## src/rtl/spibm_pkg.sv

```systemverilog
package spibm_pkg;
  localparam int REG_W  = 16;
  localparam int ADDR_W = 3;

  typedef enum logic [ADDR_W-1:0] {
    A_MODE   = 3'd0,
    A_FRAME  = 3'd1,
    A_CLKLEN = 3'd2,
    A_STAT   = 3'd3,
    A_DATA   = 3'd4
  } reg_addr_e;

  // mode register bits
  localparam int MD_ACT = 0;
  localparam int MD_CLR = 1;
  // framing register bits
  localparam int FR_LSB   = 0;
  localparam int FR_CPOL  = 1;
  localparam int FR_CPHA  = 2;
  localparam int FR_IRQEN = 3;
  localparam int FR_THR   = 12;
  // clock/length register
  localparam int CL_DIV = 8;
  localparam int LEN_W  = 4;
  // status bits
  localparam int ST_IDLE  = 0;
  localparam int ST_RXRDY = 1;
  localparam int ST_OVF   = 2;
  localparam int ST_TXFUL = 3;
  localparam int ST_RXEMP = 4;
  localparam int ST_ACT   = 5;
endpackage

```

## src/rtl/spibm_fifo.sv

```systemverilog
module spibm_fifo #(
  parameter int W     = 8,
  parameter int DEPTH = 4,
  localparam int AW   = $clog2(DEPTH)
) (
  input  logic         clk,
  input  logic         rst,
  input  logic         clr,
  input  logic         push,
  input  logic [W-1:0] wdata,
  input  logic         pop,
  output logic [W-1:0] rdata,
  output logic         full,
  output logic         empty,
  output logic [AW:0]  count
);
  logic [W-1:0] mem [DEPTH];
  logic [AW:0]  wr_ptr, rd_ptr;

  always_ff @(posedge clk) begin
    if (push) mem[wr_ptr[AW-1:0]] <= wdata;
  end

  always_ff @(posedge clk) begin
    if (rst || clr) begin
      wr_ptr <= '0;
      rd_ptr <= '0;
    end else begin
      if (push) wr_ptr <= wr_ptr + 1'b1;
      if (pop)  rd_ptr <= rd_ptr + 1'b1;
    end
  end

  assign rdata = mem[rd_ptr[AW-1:0]];
  assign count = wr_ptr - rd_ptr;
  assign empty = (count == '0);
  assign full  = (count == (AW+1)'(DEPTH));

  assert_no_push_full_R9: assert property (@(posedge clk) disable iff (rst)
    full |-> !push);
  assert_no_pop_empty_R8: assert property (@(posedge clk) disable iff (rst)
    empty |-> !pop);
endmodule

```

## src/rtl/spibm_shifter.sv

```systemverilog
module spibm_shifter #(
  parameter int FRAME_W = 8,
  parameter int DIV_W   = 8,
  localparam int IDX_W  = $clog2(FRAME_W),
  localparam int EDGE_W = $clog2(2*FRAME_W)
) (
  input  logic               clk,
  input  logic               rst,
  input  logic               start,
  input  logic [FRAME_W-1:0] tx_byte,
  input  logic               cpol,
  input  logic               cpha,
  input  logic               lsb_first,
  input  logic [DIV_W-1:0]   divisor,
  input  logic               miso,
  output logic               busy,
  output logic               sclk,
  output logic               mosi,
  output logic               rx_valid,
  output logic [FRAME_W-1:0] rx_byte
);
  localparam logic [EDGE_W-1:0] LAST_EDGE = EDGE_W'(2*FRAME_W-1);

  logic [DIV_W-1:0]   div_cnt;
  logic [EDGE_W-1:0]  edge_cnt;
  logic [IDX_W-1:0]   out_idx, in_idx;
  logic [FRAME_W-1:0] tx_q, rx_q, rx_next;
  logic               tick, lead, shift_now, sample_now, last_edge;

  function automatic logic [IDX_W-1:0] bitpos(input logic lsb, input logic [IDX_W-1:0] i);
    return lsb ? i : (IDX_W'(FRAME_W-1) - i);
  endfunction

  always_comb begin
    tick       = busy && (div_cnt == divisor);
    lead       = !edge_cnt[0];
    shift_now  = tick && (cpha ? lead : !lead);
    sample_now = tick && (cpha ? !lead : lead);
    last_edge  = tick && (edge_cnt == LAST_EDGE);
    rx_next    = rx_q;
    if (sample_now) rx_next[bitpos(lsb_first, in_idx)] = miso;
  end

  always_ff @(posedge clk) begin
    if (rst) begin
      busy     <= 1'b0;
      sclk     <= 1'b0;
      mosi     <= 1'b0;
      div_cnt  <= '0;
      edge_cnt <= '0;
      out_idx  <= '0;
      in_idx   <= '0;
      tx_q     <= '0;
      rx_q     <= '0;
      rx_valid <= 1'b0;
      rx_byte  <= '0;
    end else begin
      rx_valid <= 1'b0;
      if (!busy) begin
        sclk <= cpol;
        if (start) begin
          busy     <= 1'b1;
          tx_q     <= tx_byte;
          mosi     <= tx_byte[bitpos(lsb_first, '0)];
          out_idx  <= cpha ? IDX_W'(0) : IDX_W'(1);
          in_idx   <= '0;
          div_cnt  <= '0;
          edge_cnt <= '0;
        end
      end else if (tick) begin
        div_cnt  <= '0;
        sclk     <= ~sclk;
        edge_cnt <= edge_cnt + 1'b1;
        rx_q     <= rx_next;
        if (shift_now && !last_edge) begin
          mosi    <= tx_q[bitpos(lsb_first, out_idx)];
          out_idx <= out_idx + 1'b1;
        end
        if (sample_now) in_idx <= in_idx + 1'b1;
        if (last_edge) begin
          busy     <= 1'b0;
          rx_valid <= 1'b1;
          rx_byte  <= rx_next;
        end
      end else begin
        div_cnt <= div_cnt + 1'b1;
      end
    end
  end

  // between frames the clock rests at the polarity level
  assert_sclk_idle_R5: assert property (@(posedge clk) disable iff (rst)
    (!busy && $stable(cpol) && !$rose(cpol) && !$fell(cpol) && $past(!busy)) |-> sclk == cpol);
  // data out never moves in a cycle where the clock holds still
  assert_mosi_hold_R6: assert property (@(posedge clk) disable iff (rst)
    (busy && $past(busy) && $stable(sclk)) |-> $stable(mosi));
endmodule

```

## src/rtl/spi_burst_master.sv

```systemverilog
module spi_burst_master
  import spibm_pkg::*;
#(
  parameter int FIFO_DEPTH = 4,
  parameter int FRAME_W    = 8,
  parameter int DIV_W      = 8
) (
  input  logic              clk,
  input  logic              rst,
  input  logic              bus_wr,
  input  logic              bus_rd,
  input  logic [ADDR_W-1:0] bus_addr,
  input  logic [REG_W-1:0]  bus_wdata,
  output logic [REG_W-1:0]  bus_rdata,
  output logic              irq,
  output logic              sclk,
  output logic              mosi,
  input  logic              miso
);
  localparam int THR_W = $clog2(FIFO_DEPTH);
  localparam int CNT_W = THR_W + 1;

  logic             active_q, lsb_q, cpol_q, cpha_q, irq_en_q, ovf_q;
  logic [THR_W-1:0] thr_q;
  logic [DIV_W-1:0] div_q;
  logic [LEN_W-1:0] len_q;

  logic wr_mode, wr_frame, wr_clk, wr_data, rd_data, clr_bufs;
  logic tx_full, tx_empty, rx_full, rx_empty;
  logic [CNT_W-1:0] tx_count, rx_count;
  logic [FRAME_W-1:0] tx_head, rx_head, rx_byte;
  logic rx_valid, busy, start, tx_push, rx_push, rx_pop, rx_ready;
  logic [REG_W-1:0] rd_mux, status;

  always_comb begin
    wr_mode  = bus_wr && (bus_addr == A_MODE);
    wr_frame = bus_wr && (bus_addr == A_FRAME)  && !active_q;
    wr_clk   = bus_wr && (bus_addr == A_CLKLEN) && !active_q;
    wr_data  = bus_wr && (bus_addr == A_DATA);
    rd_data  = bus_rd && (bus_addr == A_DATA);
    clr_bufs = wr_mode && !bus_wdata[MD_ACT] && bus_wdata[MD_CLR];
    tx_push  = wr_data && !tx_full && !clr_bufs;
    rx_push  = rx_valid && !rx_full && !clr_bufs;
    rx_pop   = rd_data && !rx_empty && !clr_bufs;
    start    = active_q && !tx_empty && !busy;
    rx_ready = rx_count >= ({1'b0, thr_q} + 1'b1);
  end

  spibm_fifo #(.W(FRAME_W), .DEPTH(FIFO_DEPTH)) u_txq (
    .clk(clk), .rst(rst), .clr(clr_bufs),
    .push(tx_push), .wdata(bus_wdata[FRAME_W-1:0]),
    .pop(start), .rdata(tx_head),
    .full(tx_full), .empty(tx_empty), .count(tx_count));

  spibm_fifo #(.W(FRAME_W), .DEPTH(FIFO_DEPTH)) u_rxq (
    .clk(clk), .rst(rst), .clr(clr_bufs),
    .push(rx_push), .wdata(rx_byte),
    .pop(rx_pop), .rdata(rx_head),
    .full(rx_full), .empty(rx_empty), .count(rx_count));

  spibm_shifter #(.FRAME_W(FRAME_W), .DIV_W(DIV_W)) u_shift (
    .clk(clk), .rst(rst), .start(start), .tx_byte(tx_head),
    .cpol(cpol_q), .cpha(cpha_q), .lsb_first(lsb_q), .divisor(div_q),
    .miso(miso), .busy(busy), .sclk(sclk), .mosi(mosi),
    .rx_valid(rx_valid), .rx_byte(rx_byte));

  always_ff @(posedge clk) begin
    if (rst) begin
      active_q <= 1'b0;
      lsb_q    <= 1'b0;
      cpol_q   <= 1'b0;
      cpha_q   <= 1'b0;
      irq_en_q <= 1'b0;
      thr_q    <= '0;
      div_q    <= '0;
      len_q    <= LEN_W'(FRAME_W);
      ovf_q    <= 1'b0;
      irq      <= 1'b0;
    end else begin
      if (wr_mode) active_q <= bus_wdata[MD_ACT];
      if (wr_frame) begin
        lsb_q    <= bus_wdata[FR_LSB];
        cpol_q   <= bus_wdata[FR_CPOL];
        cpha_q   <= bus_wdata[FR_CPHA];
        irq_en_q <= bus_wdata[FR_IRQEN];
        thr_q    <= bus_wdata[FR_THR +: THR_W];
      end
      if (wr_clk) begin
        div_q <= bus_wdata[CL_DIV +: DIV_W];
        len_q <= bus_wdata[LEN_W-1:0];
      end
      if (clr_bufs)                  ovf_q <= 1'b0;
      else if (wr_data && tx_full)   ovf_q <= 1'b1;
      irq <= irq_en_q && rx_ready;
    end
  end

  always_comb begin
    status = '0;
    status[ST_IDLE]  = !busy && tx_empty;
    status[ST_RXRDY] = rx_ready;
    status[ST_OVF]   = ovf_q;
    status[ST_TXFUL] = tx_full;
    status[ST_RXEMP] = rx_empty;
    status[ST_ACT]   = active_q;
    rd_mux = '0;
    unique case (bus_addr)
      A_MODE:   rd_mux[MD_ACT] = active_q;
      A_FRAME: begin
        rd_mux[FR_LSB]   = lsb_q;
        rd_mux[FR_CPOL]  = cpol_q;
        rd_mux[FR_CPHA]  = cpha_q;
        rd_mux[FR_IRQEN] = irq_en_q;
        rd_mux[FR_THR +: THR_W] = thr_q;
      end
      A_CLKLEN: begin
        rd_mux[CL_DIV +: DIV_W] = div_q;
        rd_mux[LEN_W-1:0]       = len_q;
      end
      A_STAT:   rd_mux = status;
      A_DATA:   rd_mux[FRAME_W-1:0] = rx_empty ? '0 : rx_head;
      default:  rd_mux = '0;
    endcase
  end

  always_ff @(posedge clk) begin
    if (rst)         bus_rdata <= '0;
    else if (bus_rd) bus_rdata <= rd_mux;
  end

  logic unused_bits;
  assign unused_bits = ^{bus_wdata, tx_count};

  // configuration is frozen while active
  assert_cfg_locked_R2: assert property (@(posedge clk) disable iff (rst)
    active_q |=> $stable({lsb_q, cpol_q, cpha_q, irq_en_q, thr_q, div_q, len_q}));
  // a frame only starts in active mode
  assert_no_shift_config_R4: assert property (@(posedge clk) disable iff (rst)
    $rose(busy) |-> $past(active_q));
  // interrupt needs the enable bit
  assert_irq_enable_R11: assert property (@(posedge clk) disable iff (rst)
    irq |-> $past(irq_en_q));
  // overflow flag is sticky until a clearing mode write
  assert_ovf_sticky_R9: assert property (@(posedge clk) disable iff (rst)
    (ovf_q && !clr_bufs) |=> ovf_q);
endmodule

```

## config.mk

```make
export PLATFORM = sky130hd
export DESIGN_NAME = spi_burst_master
export DESIGN_NICKNAME = d
export VERILOG_FILES = /design/src/rtl/spibm_pkg.sv /design/src/rtl/spibm_fifo.sv /design/src/rtl/spibm_shifter.sv /design/src/rtl/spi_burst_master.sv
export SDC_FILE = /design/constraint.sdc
export NUM_CORES = 1
export LEC_CHECK = 0
export ABC_CLOCK_PERIOD_IN_PS = 4810
export BUFFER_PORTS_ARGS = -buffer_cell sky130_fd_sc_hd__clkbuf_2
export CORE_MARGIN = 2
export CORE_UTILIZATION = 43
export DETAILED_ROUTE_END_ITERATION = 10
export MAX_ROUTING_LAYER = met4
export PLACE_DENSITY_LB_ADDON = 0.2
export RECOVER_POWER = 25
export SLEW_MARGIN = 5
export SYNTH_ARGS = -nofsm -noshare
export SYNTH_HDL_FRONTEND = slang
export SYNTH_SLANG_ARGS = --single-unit
```

## constraint.sdc

```tcl
create_clock -name clk -period 4.81 [get_ports clk]
set_clock_uncertainty 0.15 [all_clocks]
set_input_delay 0.2405 -clock clk [delete_from_list [all_inputs] [get_ports clk]]
set_output_delay 0.2405 -clock clk [all_outputs]
set_load 0.01 [all_outputs]
```

==> results.sh, run 1 <==
export IMPL_status="completed"
export IMPL_design_area_mm2=0.00848
export IMPL_grt_start_max_net_pins=65
export IMPL_first_pass_iters=6
export IMPL_die_h_um=135
export IMPL_mostFrequentLayoutCells="dfxtp_1, nor2_1, edfxtp_1"
export IMPL_avgSynthCellArea_um2=11.4
export IMPL_antenna_left=0
export IMPL_antenna_found_initial=0
export IMPL_pwr_density_cell_mw_per_mm2=344
export IMPL_io_buffers=42
export IMPL_cts_made_buffers=17
export IMPL_cp_end_kind="flop"
export IMPL_synth_edf_count=64
export IMPL_cts_root_buf="clkbuf_16"
export IMPL_routed_top_layer="met4"
export IMPL_htree_levels=4
export IMPL_io_pins=43
export IMPL_rsz0062_at_grt="false"
export IMPL_n_antenna_cell=0
export IMPL_syn_to_final_growth_pct=14.5
export IMPL_postRouteWirelength_mm=16.2
export IMPL_yosysTopAreaCellShare=0.268
export IMPL_die_x_um=135
export IMPL_cts_tree="built"
export IMPL_clkTransAtPathRegs_ns=0.07
export IMPL_start_util=0.444
export IMPL_dpl_cell_count=876
export IMPL_cpPeakStageDelay_ns=0.45
export IMPL_crit_slowest_cell="a221oi_2"
export IMPL_final_hold_viol_count=0
export IMPL_synth_seq_area_share=0.527
export IMPL_clkSinkCount=163
export IMPL_synthTopCellsByArea="dfxtp_1, edfxtp_1, mux4_2"
export IMPL_path_common_cell="inv_1"
export IMPL_post_route_period_util=0.561
export IMPL_worstSetupPathType="flop to flop"
export IMPL_dpl_instance_area_mm2=0.00774
export IMPL_cts_max_path_buffers=2
export IMPL_die_area_mm2=0.0183
export IMPL_grt_pass1_vias=5084
export IMPL_clkLatencyLatePin_ns=0.43
export IMPL_setup_tns_ns=0
export IMPL_fin_crit_ns=2.70
export IMPL_hp_class="input port to flop"
export IMPL_synth_seq_cells=163
export IMPL_drc=0
export IMPL_worstPathMaxFanout=9
export IMPL_synth_nets=694
export IMPL_wl_met2_mm=7.79
export IMPL_route_met3_wl_um=647
export IMPL_finalSetupViolCount=0
export IMPL_vias=5086
export IMPL_cap_violations=0
export IMPL_slew_violations=0
export IMPL_overflow=0
export IMPL_synth_flop_cell="dfxtp_1"
export IMPL_first_iter_violations=426
export IMPL_slew_headroom=0.214
export IMPL_gp_congestion=0.821
export IMPL_yosysTopAreaCell="dfxtp_1"
export IMPL_layout_cells_non_filler=924
export IMPL_wirelength_met1_mm=7.55
export IMPL_grt_pass1_wl_mm=26.6
export IMPL_start_kind="flop"
export IMPL_post_cts_resized=0
export IMPL_fmax_mhz=371
export IMPL_drive_gt1_frac=0.169
export IMPL_fp_row_count=47
export IMPL_cp_cell_sequence="inv_1, ha_1, inv_1, fa_1, xnor3_1, a221oi_2, and2_1, xnor2_1, nor2_1"
export IMPL_groute_usage_overall=0.193
export IMPL_postSynthCellCount=648
export IMPL_p_total_uw=2910
export IMPL_fin_nets=737
export IMPL_coreArea_mm2=0.0167
export IMPL_tightestPinTransition_ns=1.17
export IMPL_dp_final_hpwl_mm=11.3
export IMPL_final_common_cell="dfxtp_1"
export IMPL_power_leakage_uw=0.00303
export IMPL_synth_distinct_cells=70
export IMPL_vias_per_cell=5.50
export IMPL_irDropWorstVdd_mv=0.289
export IMPL_yosysWarningCount=0
export IMPL_required_ns=4.96
export IMPL_synth_area_mm2=0.00741
export IMPL_wire_per_inst_um=17.5
export IMPL_synthArstFlopShare=0
export IMPL_cp_arrival_ns=2.85
## cell type report
class | count | area, um2
Inverter | 20 | 75.1
Sequential cell | 163 | 3900
Fill cell | 1481 | 8220
Timing Repair Buffer | 61 | 383
Clock inverter | 15 | 159
Multi-Input combinational cell | 428 | 3260
Clock buffer | 17 | 425
Tap cell | 220 | 275
## cell families (layout without fill, tap and decap cells)
| kind of cell | count (synthesis) | in the layout | share of synthesized area |
|---|---|---|---|
| and+or+nand+nor | 221 | 221 | 0.159 |
| muxes | 53 | 53 | 0.0990 |
| buffers and inverters | 57 | 113 | 0.0338 |
| xor gates and xnor gates | 27 | 27 | 0.0439 |
| DFF | 163 | 163 | 0.527 |
| AOI/OAI and AO/OA | 105 | 105 | 0.0990 |
| adders and majority gates | 22 | 22 | 0.0382 |
## synthesized netlist by cell type, drive strengths merged, types with 8 or more instances
library cell and n:
nor4 8, mux4 16, xor2 8, and2 10, nand3 31, a211oi 20
a21oi 30, nand4 11, or3 8, nor2b 8, xnor2 18, nor2 86
buf 14, mux2i 35, a31oi 9, edfxtp 64, a22oi 9, ha 21
clkbuf 23, o21ai 12, dfxtp 99, nand2 25, inv 20
## worst max-delay path, delay by kind of cell, from the launching register on
kind	cells	cell delay, ns
buf+inv	2	0.16
compound gates	1	0.45
flops	1	0.35
fa+ha+maj	2	0.52
simple gates	2	0.49
xor+xnor	2	0.45
## final timing paths
check	start	endpoint	slack [ns]	depth (start not counted)
setup / recovery	u_rxq.wr_ptr[0]	u_rxq.wr_ptr[2]	2.11	9
hold / removal	miso	u_shift.rx_q[5]	0.03	3
setup reg to reg	u_rxq.wr_ptr[0]	u_rxq.wr_ptr[2]	2.11	9
hold reg to reg	u_shift.rx_q[5]	u_shift.rx_q[5]	0.32	2
## where the power goes
part / switching (uW) / internal [uW] / total [uW]
registers: 11.0 / 1440 / 1450
clock network: 610 / 739 / 1350
logic: 73.9 / 43.3 / 117
## timing repair
item	4_1_cts	5_1_grt
hold buffers	16	0
setup buffers	0	0
endpoints found under the hold margin	42	0
## sequential cells by signal (all words and copies together), names as in the netlist, 4 cells and up, named ones only
register	cells
bus_rdata	16
len_q	4
u_shift.edge_cnt	4
u_shift.tx_q	8
u_shift.rx_byte	8
u_shift.div_cnt	8
u_rxq.mem	32
div_q	8
u_txq.mem	32
u_shift.rx_q	8
## routing by layer
metal,GRT usage,vias to the layer above
met1,0.256,2476
met3,0.0355,21
met2,0.303,124
met5,-,-
met4,0.0648,0
li1,-,2465
## per-stage QoR
stage,util,setup slack (ns),hold WS [ns]
finish,0.508,2.11,0.0277
global route,0.508,1.90,0.0405
CTS,0.508,2.09,0.0220
detailed placement,0.464,2.09,0.301
global placement,0.464,2.17,0.298
floorplan,-,2.41,0.189
(Power assumes the default switching activity.)
==> inputs of run 2 (changes only) <==
--- a/config.mk
+++ b/config.mk
@@ -5,7 +5,7 @@
 export SDC_FILE = /design/constraint.sdc
 export NUM_CORES = 1
 export LEC_CHECK = 0
-export ABC_CLOCK_PERIOD_IN_PS = 4810
+export ABC_CLOCK_PERIOD_IN_PS = 2400
 export BUFFER_PORTS_ARGS = -buffer_cell sky130_fd_sc_hd__clkbuf_2
 export CORE_MARGIN = 2
 export CORE_UTILIZATION = 43
==> constraint.sdc (replaced) <==
create_clock -name clk -period 2.4 [get_ports clk]
set_clock_uncertainty 0.15 [all_clocks]
set_input_delay 0.12 -clock clk [delete_from_list [all_inputs] [get_ports clk]]
set_output_delay 0.12 -clock clk [all_outputs]
set_load 0.01 [all_outputs]
==> results.sh, run 2 (synthesized netlist as in run 1, its figures left out) <==
export IMPL_status="completed"
export IMPL_utilization=0.526
export IMPL_mostFrequentLayoutCells="dfxtp_1, nor2_1, edfxtp_1"
export IMPL_crit_slowest_cell="a221oi_4"
export IMPL_gp_congestion=0.821
export IMPL_vias_per_cell=5.40
export IMPL_timing_hold_ws_ns=0.0559
export IMPL_rsz0062_at_grt="true"
export IMPL_r2r_slack_ns=0.05
export IMPL_place_ws_ns=-0.0411
export IMPL_drc=0
export IMPL_grt_pass1_vias=5094
export IMPL_r2r_end="u_rxq.mem[1][0]"
export IMPL_cp_end_kind="flop"
export IMPL_antenna_found_initial=0
export IMPL_cts_tree="built"
export IMPL_postRouteWirelength_mm=16.5
export IMPL_r2r_start="u_rxq.wr_ptr[0]"
export IMPL_drive_gt1_frac=0.208
export IMPL_setup_worst_path_end="u_rxq.mem[1][0]"
export IMPL_cpPeakStageDelay_ns=0.38
export IMPL_cts_made_buffers=17
export IMPL_final_hold_viol_count=0
export IMPL_syn_to_final_growth_pct=18.5
export IMPL_die_h_um=135
export IMPL_layout_cells_non_filler=956
export IMPL_power_leakage_uw=0.00318
export IMPL_cp_cell_sequence="inv_2, ha_2, inv_1, fa_2, xnor3_2, a221oi_4, and2_1, buf_12"
export IMPL_fp_row_count=47
export IMPL_setup_ws_ns=0.0507
export IMPL_worstSetupPathType="flop to flop"
export IMPL_groute_usage_overall=0.195
export IMPL_htree_levels=4
export IMPL_post_route_period_util=0.979
export IMPL_io_buffers=42
export IMPL_clkSinkCount=163
export IMPL_cts_max_path_buffers=2
export IMPL_n_antenna_cell=0
export IMPL_p_total_uw=5570
export IMPL_first_iter_violations=385
export IMPL_coreArea_mm2=0.0167
export IMPL_io_pins=43
export IMPL_die_x_um=135
export IMPL_antenna_left=0
export IMPL_vias=5161
export IMPL_slew_headroom=0.576
export IMPL_fin_crit_ns=2.35
export IMPL_die_area_mm2=0.0183
export IMPL_dpl_cell_count=903
export IMPL_tightestPinTransition_ns=0.634
export IMPL_pwr_density_cell_mw_per_mm2=634
export IMPL_start_kind="flop"
export IMPL_reg2regPathDepth=8
export IMPL_fmax_mhz=426
export IMPL_worstPathMaxFanout=8
export IMPL_fin_nets=769
export IMPL_cts_root_buf="clkbuf_16"
export IMPL_final_common_cell="dfxtp_1"
export IMPL_overflow=0
export IMPL_finalSetupViolCount=0
export IMPL_dp_final_hpwl_mm=11.5
export IMPL_grt_pass1_wl_mm=26.7
export IMPL_hp_class="input port to flop"
export IMPL_slew_violations=0
export IMPL_clkLatencyLatePin_ns=0.42
export IMPL_irDropWorstVdd_mv=0.531
export IMPL_clkTransAtPathRegs_ns=0.06
export IMPL_cp_arrival_ns=2.34
export IMPL_wire_per_inst_um=17.2
export IMPL_cap_violations=0
export IMPL_start_util=0.444
export IMPL_crit_start="u_rxq.wr_ptr[0]"
export IMPL_first_pass_iters=5
export IMPL_required_ns=2.39
export IMPL_grt_start_max_net_pins=75
==> run 2: cell type report <==
cell class	count	area, um2
clock buffer	19	433
clock inverter	13	86.3
fill	1478	7920
inverter	20	75.1
multi-input combinational	428	3300
sequential	163	3900
tap	220	275
timing repair buffer	93	709
==> run 2: worst max-delay path, delay by kind of cell (launching register included) <==
kind | cells | cell delay (ns)
fa+ha+maj | 2 | 0.47
simple gates | 1 | 0.23
compound gates | 1 | 0.38
xor+xnor | 1 | 0.29
buf+inv | 3 | 0.22
flops | 1 | 0.32
==> run 2: worst min path at each step <==
stage | startpoint | to | slack, ns | depth (start not counted)
global route | bus_addr[2] | bus_rdata[12] | 0.05 | 3
global placement | bus_wdata[7] | u_txq.mem[3][7] | 0.18 | 1
detailed placement | bus_wdata[5] | u_txq.mem[2][5] | 0.19 | 1
finish | bus_addr[2] | bus_rdata[12] | 0.06 | 3
floorplan | bus_wdata[0] | u_txq.mem[0][0] | 0.07 | 0
CTS | bus_addr[2] | bus_rdata[12] | 0.03 | 3
==> run 2: where the power goes <==
part / internal (uW) / switching (uW) / leakage [uW]
clock: 1320 / 1090 / 0.000250
sequential: 2880 / 21.2 / 0.00138
combinational: 103 / 153 / 0.00154
==> run 2: repair_timing <==
action                                  in CTS  in global routing
endpoints found under the setup margin      35                 34
hold buffers                                20                  0
pin swaps                                    1                  2
resized for setup                            4                  7
endpoints found under the hold margin       67                  0
setup buffers                                1                  1
==> run 2: per-layer routing <==
layer,GRT usage,vias to the layer above,wire (um)
met5,-,-,0
met4,0.0781,0,309
met3,0.0352,23,543
met2,0.311,95,7990
met1,0.249,2518,7640
li1,-,2525,-
==> run 2: per-stage QoR <==
stage               cell area [um2]  TNS (ns)
finish                         8780         0
detailed placement             8040     -1.10
global route                   8780    -0.391
CTS                            8780         0
global placement               8040         0
floorplan                      7410         0
